### config.mk
export PLATFORM = sky130hd
export DESIGN_NAME = otp_word_prog
export DESIGN_NICKNAME = d
export VERILOG_FILES = /design/src/rtl/otp_prog_pkg.sv /design/src/rtl/otp_low_pick.sv /design/src/rtl/otp_pulse_timer.sv /design/src/rtl/otp_fail_grade.sv /design/src/rtl/otp_word_prog.sv
export SDC_FILE = /design/constraint.sdc
export NUM_CORES = 1
export LEC_CHECK = 0
export BUFFER_PORTS_ARGS = -buffer_cell sky130_fd_sc_hd__buf_2
export CORE_UTILIZATION = 30
export CTS_BUF_LIST = sky130_fd_sc_hd__clkbuf_8
export CTS_CLUSTER_DIAMETER = 200
export CTS_CLUSTER_SIZE = 8
export DETAILED_ROUTE_END_ITERATION = 16
export GPL_TIMING_DRIVEN = 0
export SETUP_SLACK_MARGIN = 0.5
export SLEW_MARGIN = 15
export SYNTH_ARGS = -nofsm -noshare
export SYNTH_HDL_FRONTEND = slang
export SYNTH_SLANG_ARGS = --single-unit
### constraint.sdc
create_clock -name clk -period 62.3 [get_ports clk]
set_input_delay 12.46 -clock clk [delete_from_list [all_inputs] [get_ports clk]]
set_output_delay 12.46 -clock clk [all_outputs]
set_load 0.02 [all_outputs]
### src/rtl/otp_prog_pkg.sv
package otp_prog_pkg;

  typedef enum logic [2:0] {
    ST_IDLE  = 3'd0,
    ST_SCAN  = 3'd1,
    ST_PULSE = 3'd2,
    ST_READ  = 3'd3,
    ST_CHECK = 3'd4
  } prog_state_e;

endpackage

### src/rtl/otp_low_pick.sv
// Lowest-set-bit finder over the pending-pulse mask.
module otp_low_pick #(
  parameter int W     = 64,
  parameter int IDX_W = $clog2(W)
) (
  input  logic [W-1:0]     pend_i,
  output logic [IDX_W-1:0] idx_o,
  output logic             found_o
);

  always_comb begin
    idx_o   = '0;
    found_o = 1'b0;
    for (int i = W - 1; i >= 0; i--) begin
      if (pend_i[i]) begin
        idx_o   = IDX_W'(i);
        found_o = 1'b1;
      end
    end
  end

endmodule

### src/rtl/otp_pulse_timer.sv
// Down-counter setting the length of one programming pulse.
module otp_pulse_timer #(
  parameter int CNT_W = 8
) (
  input  logic             clk,
  input  logic             rst_n,
  input  logic             load_i,
  input  logic [CNT_W-1:0] load_val_i,
  input  logic             en_i,
  output logic             done_o
);

  logic [CNT_W-1:0] cnt_q;
  logic [CNT_W-1:0] cnt_d;

  always_comb begin
    cnt_d = cnt_q;
    if (load_i) begin
      cnt_d = load_val_i;
    end else if (en_i && (cnt_q != '0)) begin
      cnt_d = cnt_q - 1'b1;
    end
  end

  always_ff @(posedge clk or negedge rst_n) begin
    if (!rst_n) begin
      cnt_q <= '0;
    end else if (load_i || en_i) begin
      cnt_q <= cnt_d;
    end
  end

  assign done_o = (cnt_q == '0);

endmodule

### src/rtl/otp_fail_grade.sv
// Grades a mismatch mask as single-bit or multi-bit.
module otp_fail_grade #(
  parameter int W = 64
) (
  input  logic [W-1:0] fail_i,
  output logic         one_o,
  output logic         many_o
);

  logic [1:0] sat_cnt;

  always_comb begin
    sat_cnt = 2'd0;
    for (int i = 0; i < W; i++) begin
      if (fail_i[i] && (sat_cnt != 2'd2)) begin
        sat_cnt = sat_cnt + 2'd1;
      end
    end
  end

  assign one_o  = (sat_cnt == 2'd1);
  assign many_o = (sat_cnt == 2'd2);

endmodule

### src/rtl/otp_word_prog.sv
module otp_word_prog
  import otp_prog_pkg::*;
#(
  parameter int ADDR_W = 13,
  parameter int HALF_W = 32,
  parameter int PW_W   = 8,
  localparam int DATA_W = 2 * HALF_W,
  localparam int IDX_W  = $clog2(DATA_W)
) (
  input  logic              clk,
  input  logic              rst_n,
  input  logic [ADDR_W-1:0] addr_i,
  input  logic [HALF_W-1:0] data_lo_i,
  input  logic [HALF_W-1:0] data_hi_i,
  input  logic              start_i,
  input  logic              retry_i,
  input  logic [PW_W-1:0]   pulse_cnt_i,
  output logic              ready_o,
  output logic              zero_o,
  output logic              corr_o,
  output logic              uncorr_o,
  output logic [ADDR_W-1:0] mem_addr_o,
  output logic [IDX_W-1:0]  mem_bit_o,
  output logic              mem_pgm_o,
  output logic              mem_rd_o,
  input  logic [DATA_W-1:0] mem_rdata_i
);

  prog_state_e       state_q, state_d;
  logic [ADDR_W-1:0] addr_q, addr_d;
  logic [DATA_W-1:0] target_q, target_d;
  logic [DATA_W-1:0] pend_q, pend_d;
  logic [DATA_W-1:0] fail_q, fail_d;
  logic [PW_W-1:0]   pw_q, pw_d;
  logic [IDX_W-1:0]  cur_idx_q, cur_idx_d;
  logic              retry_q, retry_d;
  logic              have_q, have_d;
  logic              zero_q, zero_d;
  logic              corr_q, corr_d;
  logic              unc_q, unc_d;

  logic [DATA_W-1:0] in_word;
  logic [DATA_W-1:0] rb_fail;
  logic              accept;
  logic [IDX_W-1:0]  pick_idx;
  logic              pick_found;
  logic              tmr_load;
  logic              tmr_done;
  logic              grade_one;
  logic              grade_many;

  assign in_word = {data_hi_i, data_lo_i};
  assign accept  = (state_q == ST_IDLE) && start_i && !(retry_i && !have_q);
  assign rb_fail = target_q ^ mem_rdata_i;

  otp_low_pick #(.W(DATA_W), .IDX_W(IDX_W)) u_pick (
    .pend_i  (pend_q),
    .idx_o   (pick_idx),
    .found_o (pick_found)
  );

  assign tmr_load = (state_q == ST_SCAN) && pick_found;

  otp_pulse_timer #(.CNT_W(PW_W)) u_timer (
    .clk        (clk),
    .rst_n      (rst_n),
    .load_i     (tmr_load),
    .load_val_i (pw_q),
    .en_i       (state_q == ST_PULSE),
    .done_o     (tmr_done)
  );

  otp_fail_grade #(.W(DATA_W)) u_grade (
    .fail_i (rb_fail),
    .one_o  (grade_one),
    .many_o (grade_many)
  );

  // Next-state logic
  always_comb begin
    state_d   = state_q;
    addr_d    = addr_q;
    target_d  = target_q;
    pend_d    = pend_q;
    fail_d    = fail_q;
    pw_d      = pw_q;
    cur_idx_d = cur_idx_q;
    retry_d   = retry_q;
    have_d    = have_q;
    zero_d    = zero_q;
    corr_d    = corr_q;
    unc_d     = unc_q;
    unique case (state_q)
      ST_IDLE: begin
        if (accept) begin
          addr_d   = addr_i;
          target_d = in_word;
          pend_d   = retry_i ? (fail_q & in_word) : in_word;
          pw_d     = pulse_cnt_i;
          retry_d  = retry_i;
          zero_d   = 1'b0;
          corr_d   = 1'b0;
          unc_d    = 1'b0;
          state_d  = ST_SCAN;
        end
      end
      ST_SCAN: begin
        if (pick_found) begin
          cur_idx_d = pick_idx;
          state_d   = ST_PULSE;
        end else if (!retry_q && (target_q == '0)) begin
          zero_d  = 1'b1;
          fail_d  = '0;
          have_d  = 1'b1;
          state_d = ST_IDLE;
        end else begin
          state_d = ST_READ;
        end
      end
      ST_PULSE: begin
        if (tmr_done) begin
          pend_d[cur_idx_q] = 1'b0;
          state_d           = ST_SCAN;
        end
      end
      ST_READ: begin
        state_d = ST_CHECK;
      end
      ST_CHECK: begin
        fail_d  = rb_fail;
        corr_d  = grade_one;
        unc_d   = grade_many;
        have_d  = 1'b1;
        state_d = ST_IDLE;
      end
      default: state_d = ST_IDLE;
    endcase
  end

  // Registers
  always_ff @(posedge clk or negedge rst_n) begin
    if (!rst_n) begin
      state_q   <= ST_IDLE;
      addr_q    <= '0;
      target_q  <= '0;
      pend_q    <= '0;
      fail_q    <= '0;
      pw_q      <= '0;
      cur_idx_q <= '0;
      retry_q   <= 1'b0;
      have_q    <= 1'b0;
      zero_q    <= 1'b0;
      corr_q    <= 1'b0;
      unc_q     <= 1'b0;
    end else begin
      state_q   <= state_d;
      addr_q    <= addr_d;
      target_q  <= target_d;
      pend_q    <= pend_d;
      fail_q    <= fail_d;
      pw_q      <= pw_d;
      cur_idx_q <= cur_idx_d;
      retry_q   <= retry_d;
      have_q    <= have_d;
      zero_q    <= zero_d;
      corr_q    <= corr_d;
      unc_q     <= unc_d;
    end
  end

  assign ready_o    = (state_q == ST_IDLE);
  assign zero_o     = zero_q;
  assign corr_o     = corr_q;
  assign uncorr_o   = unc_q;
  assign mem_addr_o = addr_q;
  assign mem_bit_o  = cur_idx_q;
  assign mem_pgm_o  = (state_q == ST_PULSE);
  assign mem_rd_o   = (state_q == ST_READ);

  // Assertions
  p_accept_busy_r1: assert property (@(posedge clk) disable iff (!rst_n)
    (start_i && ready_o && !(retry_i && !have_q)) |=> !ready_o);

  p_pick_valid_r2: assert property (@(posedge clk) disable iff (!rst_n)
    pick_found |-> pend_q[pick_idx]);

  p_retry_subset_r3: assert property (@(posedge clk) disable iff (!rst_n)
    mem_pgm_o |-> target_q[mem_bit_o]);

  p_flags_excl_r5: assert property (@(posedge clk) disable iff (!rst_n)
    $onehot0({zero_o, corr_o, uncorr_o}));

  p_array_busy_r6: assert property (@(posedge clk) disable iff (!rst_n)
    (mem_pgm_o || mem_rd_o) |-> !ready_o);

  p_pulse_hold_r7: assert property (@(posedge clk) disable iff (!rst_n)
    (mem_pgm_o && !tmr_done) |=> (mem_pgm_o && $stable(mem_bit_o) && $stable(mem_addr_o)));

  p_read_once_r8: assert property (@(posedge clk) disable iff (!rst_n)
    mem_rd_o |=> !mem_rd_o);

  p_ignore_retry_r9: assert property (@(posedge clk) disable iff (!rst_n)
    (start_i && ready_o && retry_i && !have_q) |=>
      (ready_o && $stable({zero_o, corr_o, uncorr_o})));

endmodule

# Yosys cells after proc, flatten, opt, wreduce, memory -nomap -nowiden
# Index checks and enable logic that the tools add are counted.
# totals
out_inout_bits	25
latchBits	0
input_bits	153
mem_count	0
mem_bits_ro	0
reg_bits	235
ramBits	0
# classes
bitwise_logic	4
n_addsub	64
div_mod_pow	0
shift	0
n_lt_le_gt_ge	2
reduce_logical	91
n_mul	0
mux	215
eq_ne	73
# ops
operator	n
$mux W6	64
$mux W64	5
$pmux W64 S2	2
$mux W2	65
$ne A2 B2 Y1 const B	65
$and A64 B64 Y64	2
$add A2 B1 Y2 const B	63
$logic_and A1 B1 Y1	70
$mux W1	69
$logic_not A64 Y1	1
$not A64 Y64	1
$xor A64 B64 Y64	1
$mux W8	2
$pmux W3 S4	1
$reduce_and A2 Y1	5
$reduce_bool A2 Y1	5
$logic_not A8 Y1	1
$pmux W1 S2	4
$reduce_bool A8 Y1	1
$sub A8 B1 Y8 const B	1
$lt A6 B7 Y1 const B	1
$demux W1 S6	1
$eq A3 B2 Y1 const B	2
$ge A6 B1 Y1 const B	1
other kinds (11)	16

# Logic depth before layout (Yosys ltp)
# Gate-level depths: netlist (run 1).
# logic_depth
ltp_word	193
ltp_mapped	285

# Hierarchy
# A second synthesis (run 1) with hierarchy kept.
# unflattened
cells_unflattened	1748
area_unflattened_um2	16623.4
# by_module_without_submodules
module	cells_each	n_inst	area_each_um2
otp_word_prog	1074	1	11716.2
otp_fail_grade	477	1	3624.7
otp_low_pick	140	1	763.2
otp_pulse_timer	57	1	519.2

# Least setup slack after synthesis (run 1)
# Ideal clock, no wire load.
# synth_path
path_kind	input-to-reg
startpoint	input port mem_rdata_i[1]
endpoint	register unc_q (netlist: uncorr_o)
path_stages	252
arrival_time_ps	58568
n_path_buf	3
slack_ps	3610
path_cell_list	xnor2_1 > inv_1 > ha_1 > o211a_1 > nor2_1 > inv_1 > ha_1 > nor2b_4 > xor3_2 > inv_1 > ha_1 > nand2b_1 > o311ai_0 > nand2_1 > ha_1 > nand2b_1 > xnor3_2 > inv_1 > [216 not listed] > nor2b_1 > xnor2_1 > inv_1 > ha_1 > nor2b_1 > mux2_2 > ha_1 > nor2_1 > xnor3_1 > ha_1 > nor2b_1 > xnor2_1 > xnor2_1 > xnor2_1 > ha_1 > nor2b_1 > xnor3_1 > a32o_1
# synth_between
elab_chain_cells	191
elab_cells_between_ends	253
cone_classes	add/sub: 62; eq/ne: 63; mux: 64; bitwise: 1; reduce/logical: 63
# synth_rtl
element	line_no	text
start, declared	otp_word_prog.sv:26	input logic [DATA_W-1:0] mem_rdata_i
$xor A64 B64 Y64 *	otp_word_prog.sv:54	assign rb_fail = target_q ^ mem_rdata_i;
$logic_and A1 B1 Y1 *	otp_fail_grade.sv:15	if (fail_i[i] && (sat_cnt != 2'd2)) begin
$mux W2 *	otp_fail_grade.sv:15	
parallel branches: the longest is 2 deep, another holds $add A2 B1 Y2	n/a	
$mux W2 *	otp_fail_grade.sv:15	
parallel branches: the longest is 2 deep, another holds $add A2 B1 Y2	n/a	
$mux W2 *	otp_fail_grade.sv:15	
parallel branches: the longest is 2 deep, another holds $add A2 B1 Y2	n/a	
[169 not listed]	n/a	
parallel branches: the longest is 2 deep, another holds $add A2 B1 Y2	n/a	
$mux W2 *	otp_fail_grade.sv:15	
parallel branches: the longest is 2 deep, another holds $add A2 B1 Y2	n/a	
$mux W2 *	otp_fail_grade.sv:15	
parallel branches: the longest is 2 deep, another holds $add A2 B1 Y2	n/a	
$mux W2 *	otp_fail_grade.sv:15	
$eq A2 B2 Y1 *	otp_fail_grade.sv:22	assign many_o = (sat_cnt == 2'd2);
$pmux W1 S2 *	otp_word_prog.sv:93	unique case (state_q)
end signal, assigned	otp_word_prog.sv:167	unc_q <= unc_d;
end, declared	otp_word_prog.sv:40	logic unc_q, unc_d;
# Every way passes the cells marked *.
# A chain may end at the register's enable or synchronous reset.

# Worst setup path in the final report (run 1)
# Ends and elaborated chain as after synthesis.

==> run_results.csv, run 1 <==
group,metric,value,unit
status,status,"completed",
yosys,yosysTopAreaCellShare,40.1,%
cells_and_area,drive_above_1_share,18.1,%
yosys,synth_cells,1639,
timing,clock_skew,33.0,ps
route,ant_nets,0,
yosys,ys_ff_latch,235,
critical_path,timing.rr.start,"target_q[0]",
timing,post-route-min-period,58770,ps
die,die_h,223,um
placed_design,port_buffers,177,
die,initial_core_util,30.6,%
global_routing,grt_max_degree,97,
yosys,synth-async-reset-ratio,100,%
clock_tree,clk_latency,570,ps
clock_tree,h-tree-depth,2,
route,post_drt_wl_per_cell,19.0,um
critical_path,startpoint,"mem_rdata_i[1]",
route,drc,0,
yosys,yosys.area.top_type,"dfrtp_1",
timing,worst_slew_pin_slew,1100,ps
clock_tree,root_buffer,"clkbuf_8",
timing,period_share,94.3,%
global_routing,grt_pass1_wl,71700,um
critical_path,end_kind,"flop",
min_path,hp-start,"mem_addr_o[6]",
yosys,synth.distinct_cells,62,
cells_and_area,nFillCells,4914,
critical_path,required,62750,ps
yosys,syn_nets,1857,
timing,slew_viol_final,0,
yosys,synth_seq_area_share,40.1,%
timing,rsz0062_at_grt,"false",
yosys,synth_flop_cell,"dfrtp_1",
clock_tree,clk_pin_slew_worst_paths,70,ps
critical_path,worst_path_max_delay_cell,"xor3_2",
die,die_w,223,um
yosys,synth.area.top_cells,"dfrtp_1, nand2_1, ha_1",
cells_and_area,synthToLayoutAreaGrowth,17.3,%
die,rows,80,
global_routing,busiest_layer,"met2",
yosys,yosysWarnings,0,
global_routing,use_met1,24.8,%
clock_tree,cts.sinks,235,
yosys,synth_edf_count,0,
die,io-pin-count,178,
route,totalWireLength,47000,um
critical_path,cp-start-kind,"primary input",
critical_path,cp.arrival,59220,ps
clock_tree,cts_buffers,35,
route,via_per_inst,5.12,
critical_path,slowest_delay,500,ps
global_routing,met2_usage,31.3,%
global_routing,grtUsageMet3,2.71,%
timing,hold_violations,0,
flow_run,drv_cap,0,
critical_path,critical_path_class,"primary input to flop",
timing,fin_ws,3530,ps
timing,max_freq,0.0170,GHz
die,coreArea,0.0479,mm2
yosys,syn_area,0.0147,mm2
die,die-area,0.0498,mm2
cells_and_area,final_nets,2075,
route,num_vias,12677,
route,initialDrtViolationCount,1041,
clock_tree,cts_tree,"built",
global_routing,overflow,0,
global_routing,track_usage,18.7,%
min_path,worstHoldPathType,"flop to flop",
route,drt_pre_antenna_iters,6,
critical_path,worst-path-max-fanout,7,
placed_design,gp_congestion,0.860,
global_routing,antenna_found_initial,7,
clock_tree,clk_path_buf_depth,3,
timing,setup_viol,0,
critical_path,crit_top_cell,"ha_1",
yosys,avgSynthCellArea,8.95,um2
cells_and_area,final_core_util,35.9,%
global_routing,grt_pass1_vias,12464,
placed_design,dp_worst_setup_slack,-2240,ps
placed_design,hpwl,36000,um
clock_tree,hold_buffers,0,
timing,max_slew_margin,26.8,%
[area by class of cell]
cell class,instances,area (um2),share of cell area (%)
multi-input cells,1266,8530,49.6
flip-flops and latches,235,5880,34.2
repair buffers,181,966,5.62
well taps,615,769,4.48
clock buffers,36,495,2.88
plain buffers,77,293,1.70
inverters,61,229,1.33
clock inverters,3,23.8,0.138
diodes,2,5.00,0.0291
[per-layer routing]
layer  up-vias  wire (um)
met5         -         62
met4        10       1210
met3        79       2390
met2       353      22500
met1      6149      20800
li1       6086          -
[path summary, 6_finish.rpt]
check | slack [ps] | end | cells after the start
max | 3530 | uncorr_o | 255
min | 470 | mem_addr_o[6] | 2
max reg2reg | 15100 | uncorr_o | 254
min reg2reg | 470 | mem_addr_o[6] | 2
max in group asynchronous | 49650 | mem_addr_o[4] | 2
min in group asynchronous | 11820 | target_q[16] | 1
[sequential cells by signal, summed over array words and instances (netlist names)]
| signal | count |
|---|---|
| mem_bit_o | 6 |
| fail_q | 64 |
| mem_addr_o | 13 |
| corr_o | 1 |
| retry_q | 1 |
| u_timer.cnt_q | 8 |
| uncorr_o | 1 |
| pw_q | 8 |
| have_q | 1 |
| zero_o | 1 |
| state_q | 3 |
| pend_q | 64 |
| target_q | 64 |
[cell usage in the layout (no fill, tap or decap), types with 17 or more instances in the layout]
master	n
o21ai_0	102
clkbuf_1	64
ha_1	65
buf_2	176
clkbuf_8	36
nand2_1	383
nor2_1	82
nor4_1	26
nor3_1	21
xnor2_1	36
a32o_1	52
xor2_1	55
inv_1	61
nor2b_4	17
a22o_1	48
a21oi_1	55
dfrtp_1	235
nand2b_1	90
[cells in the mapped netlist, types with 10 or more instances]
library cell / number
o31ai_1: 11
xnor2_1: 38
o21bai_1: 16
xor2_1: 56
nor2b_1: 40
nor3_1: 23
ha_1: 65
nor4_1: 26
dfrtp_1: 235
a32o_1: 52
nor2_1: 94
a21oi_1: 57
o21ai_0: 104
nand2b_1: 92
inv_1: 61
a31o_2: 16
buf_1: 10
nand2_1: 383
clkbuf_1: 67
a22o_1: 48
xnor3_2: 15
[timing repair]
item / in CTS / in global routing
resized for setup: 22 / 58
buffers inserted: 0 / 2
pin swaps: 0 / 5
setup endpoints to repair: 2 / 2
[critical path: cells and delay by family]
family / cells / cell delay (ps)
AO/OA/AOI/OAI: 33 / 4570
XOR/XNOR: 35 / 11220
adder cells (fa/ha/maj): 62 / 12930
buffers and inverters: 28 / 2310
multiplexers: 5 / 1300
AND/OR/NAND/NOR: 92 / 14270
[through the flow]
stage	hold slack [ps]	instance area [um2]	TNS (ps)	instances
after floorplan	441	14700	0	1639
after global placement	454	16300	0	2431
after detailed placement	461	16400	-4430	2433
after CTS	475	17000	0	2472
after global routing	502	17200	0	2475
final	469	17200	0	2476
[logic make-up (layout without fill, tap and decap cells)]
kind of cell	Yosys count	in the layout	share of synthesized area (%)
and+or+nand+nor	707	707	22.1
AOI/OAI and AO/OA	354	354	17.0
DFF	235	235	40.1
buffers and inverters	138	358	3.53
xor gates and xnor gates	129	129	11.0
adders and majority gates	65	65	5.55
muxes	11	11	0.768
other	0	2	0
Power of run 1 is left out: the tool's default activity adds up to more than one toggle a clock period on the data nets, which glitch-free logic cannot reach.
==> run 2, diff against run 1 <==
--- a/config.mk
+++ b/config.mk
@@ -6,12 +6,15 @@
 export NUM_CORES = 1
 export LEC_CHECK = 0
 export BUFFER_PORTS_ARGS = -buffer_cell sky130_fd_sc_hd__buf_2
+export CELL_PAD_IN_SITES_DETAIL_PLACEMENT = 1
+export CELL_PAD_IN_SITES_GLOBAL_PLACEMENT = 2
 export CORE_UTILIZATION = 30
 export CTS_BUF_LIST = sky130_fd_sc_hd__clkbuf_8
 export CTS_CLUSTER_DIAMETER = 200
 export CTS_CLUSTER_SIZE = 8
 export DETAILED_ROUTE_END_ITERATION = 16
 export GPL_TIMING_DRIVEN = 0
+export PLACE_DENSITY_LB_ADDON = 0.1
 export SETUP_SLACK_MARGIN = 0.5
 export SLEW_MARGIN = 15
 export SYNTH_ARGS = -nofsm -noshare
==> run_results.csv, run 2 (synthesized netlist as in run 1, its figures left out) <==
group,metric,value,unit
status,status,"completed",
critical_path,worst_r2r_path_depth,256,
timing,clock_skew,25.8,ps
critical_path,crit_top_cell,"ha_1",
critical_path,cp.buffers_inverters,29,
placed_design,dp.cells,2433,
clock_tree,cts_buffers,35,
min_path,worstHoldPathCells,2,
clock_tree,clk_pin_slew_worst_paths,70,ps
critical_path,worst-path-max-fanout,7,
critical_path,end_kind,"flop",
timing,slew_viol_final,0,
flow_run,drv_cap,0,
critical_path,required,62780,ps
cells_and_area,final_cell_mix,"nand2_1, dfrtp_1, buf_2",
die,coreArea,0.0479,mm2
die,die_w,223,um
timing,max_slew_margin,23.5,%
die,rows,80,
critical_path,critical_path_class,"primary input to flop",
route,totalWireLength,53100,um
clock_tree,h-tree-depth,2,
timing,worst_slew_pin_slew,1150,ps
critical_path,critPathTopFamily,"simple AND/OR/NAND/NOR gates",
critical_path,r2r-end,"uncorr_o",
critical_path,cp.arrival,58870,ps
global_routing,grt_max_degree,85,
global_routing,overflow,0,
cells_and_area,final_cells,2477,
timing,max_freq,0.0171,GHz
route,ant_nets,0,
timing,holdWs,473,ps
timing,setup_viol,0,
die,initial_core_util,30.6,%
clock_tree,clk_path_buf_depth,3,
route,num_vias,12616,
critical_path,timing.rr.start,"target_q[1]",
global_routing,grt_pass1_vias,13422,
min_path,worstHoldPathType,"flop to flop",
clock_tree,cts_tree,"built",
clock_tree,hold_buffers,0,
global_routing,track_usage,21.7,%
critical_path,slowest_delay,500,ps
timing,post-route-min-period,58390,ps
global_routing,antenna_found_initial,1,
route,via_per_inst,5.09,
die,die-area,0.0498,mm2
placed_design,gp_congestion,0.818,
die,io-pin-count,178,
global_routing,grt_pass1_wl,81300,um
route,drc,0,
timing,hold_violations,0,
cells_and_area,final_common_cell,"nand2_1",
clock_tree,cts.sinks,235,
critical_path,cp-start-kind,"primary input",
clock_tree,root_buffer,"clkbuf_8",
route,initialDrtViolationCount,508,
route,drt_pre_antenna_iters,4,
die,die_h,223,um
timing,period_share,93.7,%
min_path,hold_path_end,"mem_addr_o[10]",
placed_design,hpwl,40300,um
cells_and_area,synthToLayoutAreaGrowth,17.6,%
cells_and_area,top_regs,"fail_q (64), pend_q (64), target_q (64)",
clock_tree,clk_latency,590,ps
critical_path,worst_path_max_delay_cell,"xor3_2",
cells_and_area,drive_above_1_share,18.6,%
min_path,hp-start,"mem_addr_o[10]",
cells_and_area,final_nets,2078,
timing,rsz0062_at_grt,"false",
critical_path,reg2reg_slack,15480,ps
route,post_drt_wl_per_cell,21.4,um
placed_design,port_buffers,177,
run 2: cell types whose count changed in the layout (fill, tap and decap cells not counted), moves of 2 or more:
cell / delta
a21oi_1: -2
a21oi_2: +2
buf_4: +3
nand2b_1: -2
nand2b_2: +2
nor2_2: -2
xnor2_2: +2
xor2_2: -2
run 2: metal layers:
| metal | up-vias | wire length (um) | GRT usage (%) |
|---|---|---|---|
| met2 | 202 | 25500 | 36.8 |
| met5 | - | 0 | 0 |
| met1 | 6279 | 24900 | 28.8 |
| li1 | 6073 | - | - |
| met3 | 62 | 1500 | 2.34 |
| met4 | 0 | 1210 | 6.79 |
run 2: cell type report:
cell class,count,area (um2)
Tap cell,615,769
Antenna cell,1,2.50
Buffer,77,293
Inverter,61,229
Fill cell,5616,30700
Sequential cell,235,5880
Clock buffer,37,509
Timing Repair Buffer,184,988
Multi-Input combinational cell,1266,8570
Clock inverter,1,7.51
run 2: repair_timing:
item	CTS	global route
setup buffers	0	5
pin swaps	0	6
endpoints found under the setup margin	2	2
cloned	0	0
gates resized for setup	29	60
endpoints found under the hold margin	0	0
run 2: worst max path at each step:
| stage | start | end | slack [ps] | cells past startpoint |
|---|---|---|---|---|
| floorplan | mem_rdata_i[1] | uncorr_o | 3610 | 252 |
| global placement | mem_rdata_i[1] | uncorr_o | -1340 | 259 |
| detailed placement | mem_rdata_i[1] | uncorr_o | -2770 | 259 |
| CTS | mem_rdata_i[1] | uncorr_o | 540 | 259 |
| global route | mem_rdata_i[1] | uncorr_o | 410 | 258 |
| finish | mem_rdata_i[1] | uncorr_o | 3910 | 257 |
run 2: worst register-to-register path: cells and delay by family (launching register included):
| family | cells | cell delay [ps] |
|---|---|---|
| buffers and inverters | 28 | 2290 |
| muxes | 6 | 1650 |
| and+or+nand+nor | 91 | 14320 |
| DFF | 1 | 420 |
| xor gates and xnor gates | 31 | 10240 |
| adders and majority gates | 62 | 12870 |
| AOI/OAI and AO/OA | 38 | 4970 |
run 2: through the flow:
stage | setup WS [ps] | util, % | setup TNS (ps) | area, um2
5_1_grt | 407 | 36.0 | 0 | 17200
3_5_place_dp | -2770 | 34.2 | -5490 | 16400
2_1_floorplan | 3610 | - | 0 | 14700
3_3_place_gp | -1340 | 34.0 | -2580 | 16300
6_report | 3910 | 36.0 | 0 | 17200
4_1_cts | 537 | 35.4 | 0 | 17000
Power of run 2 is left out for the same reason.
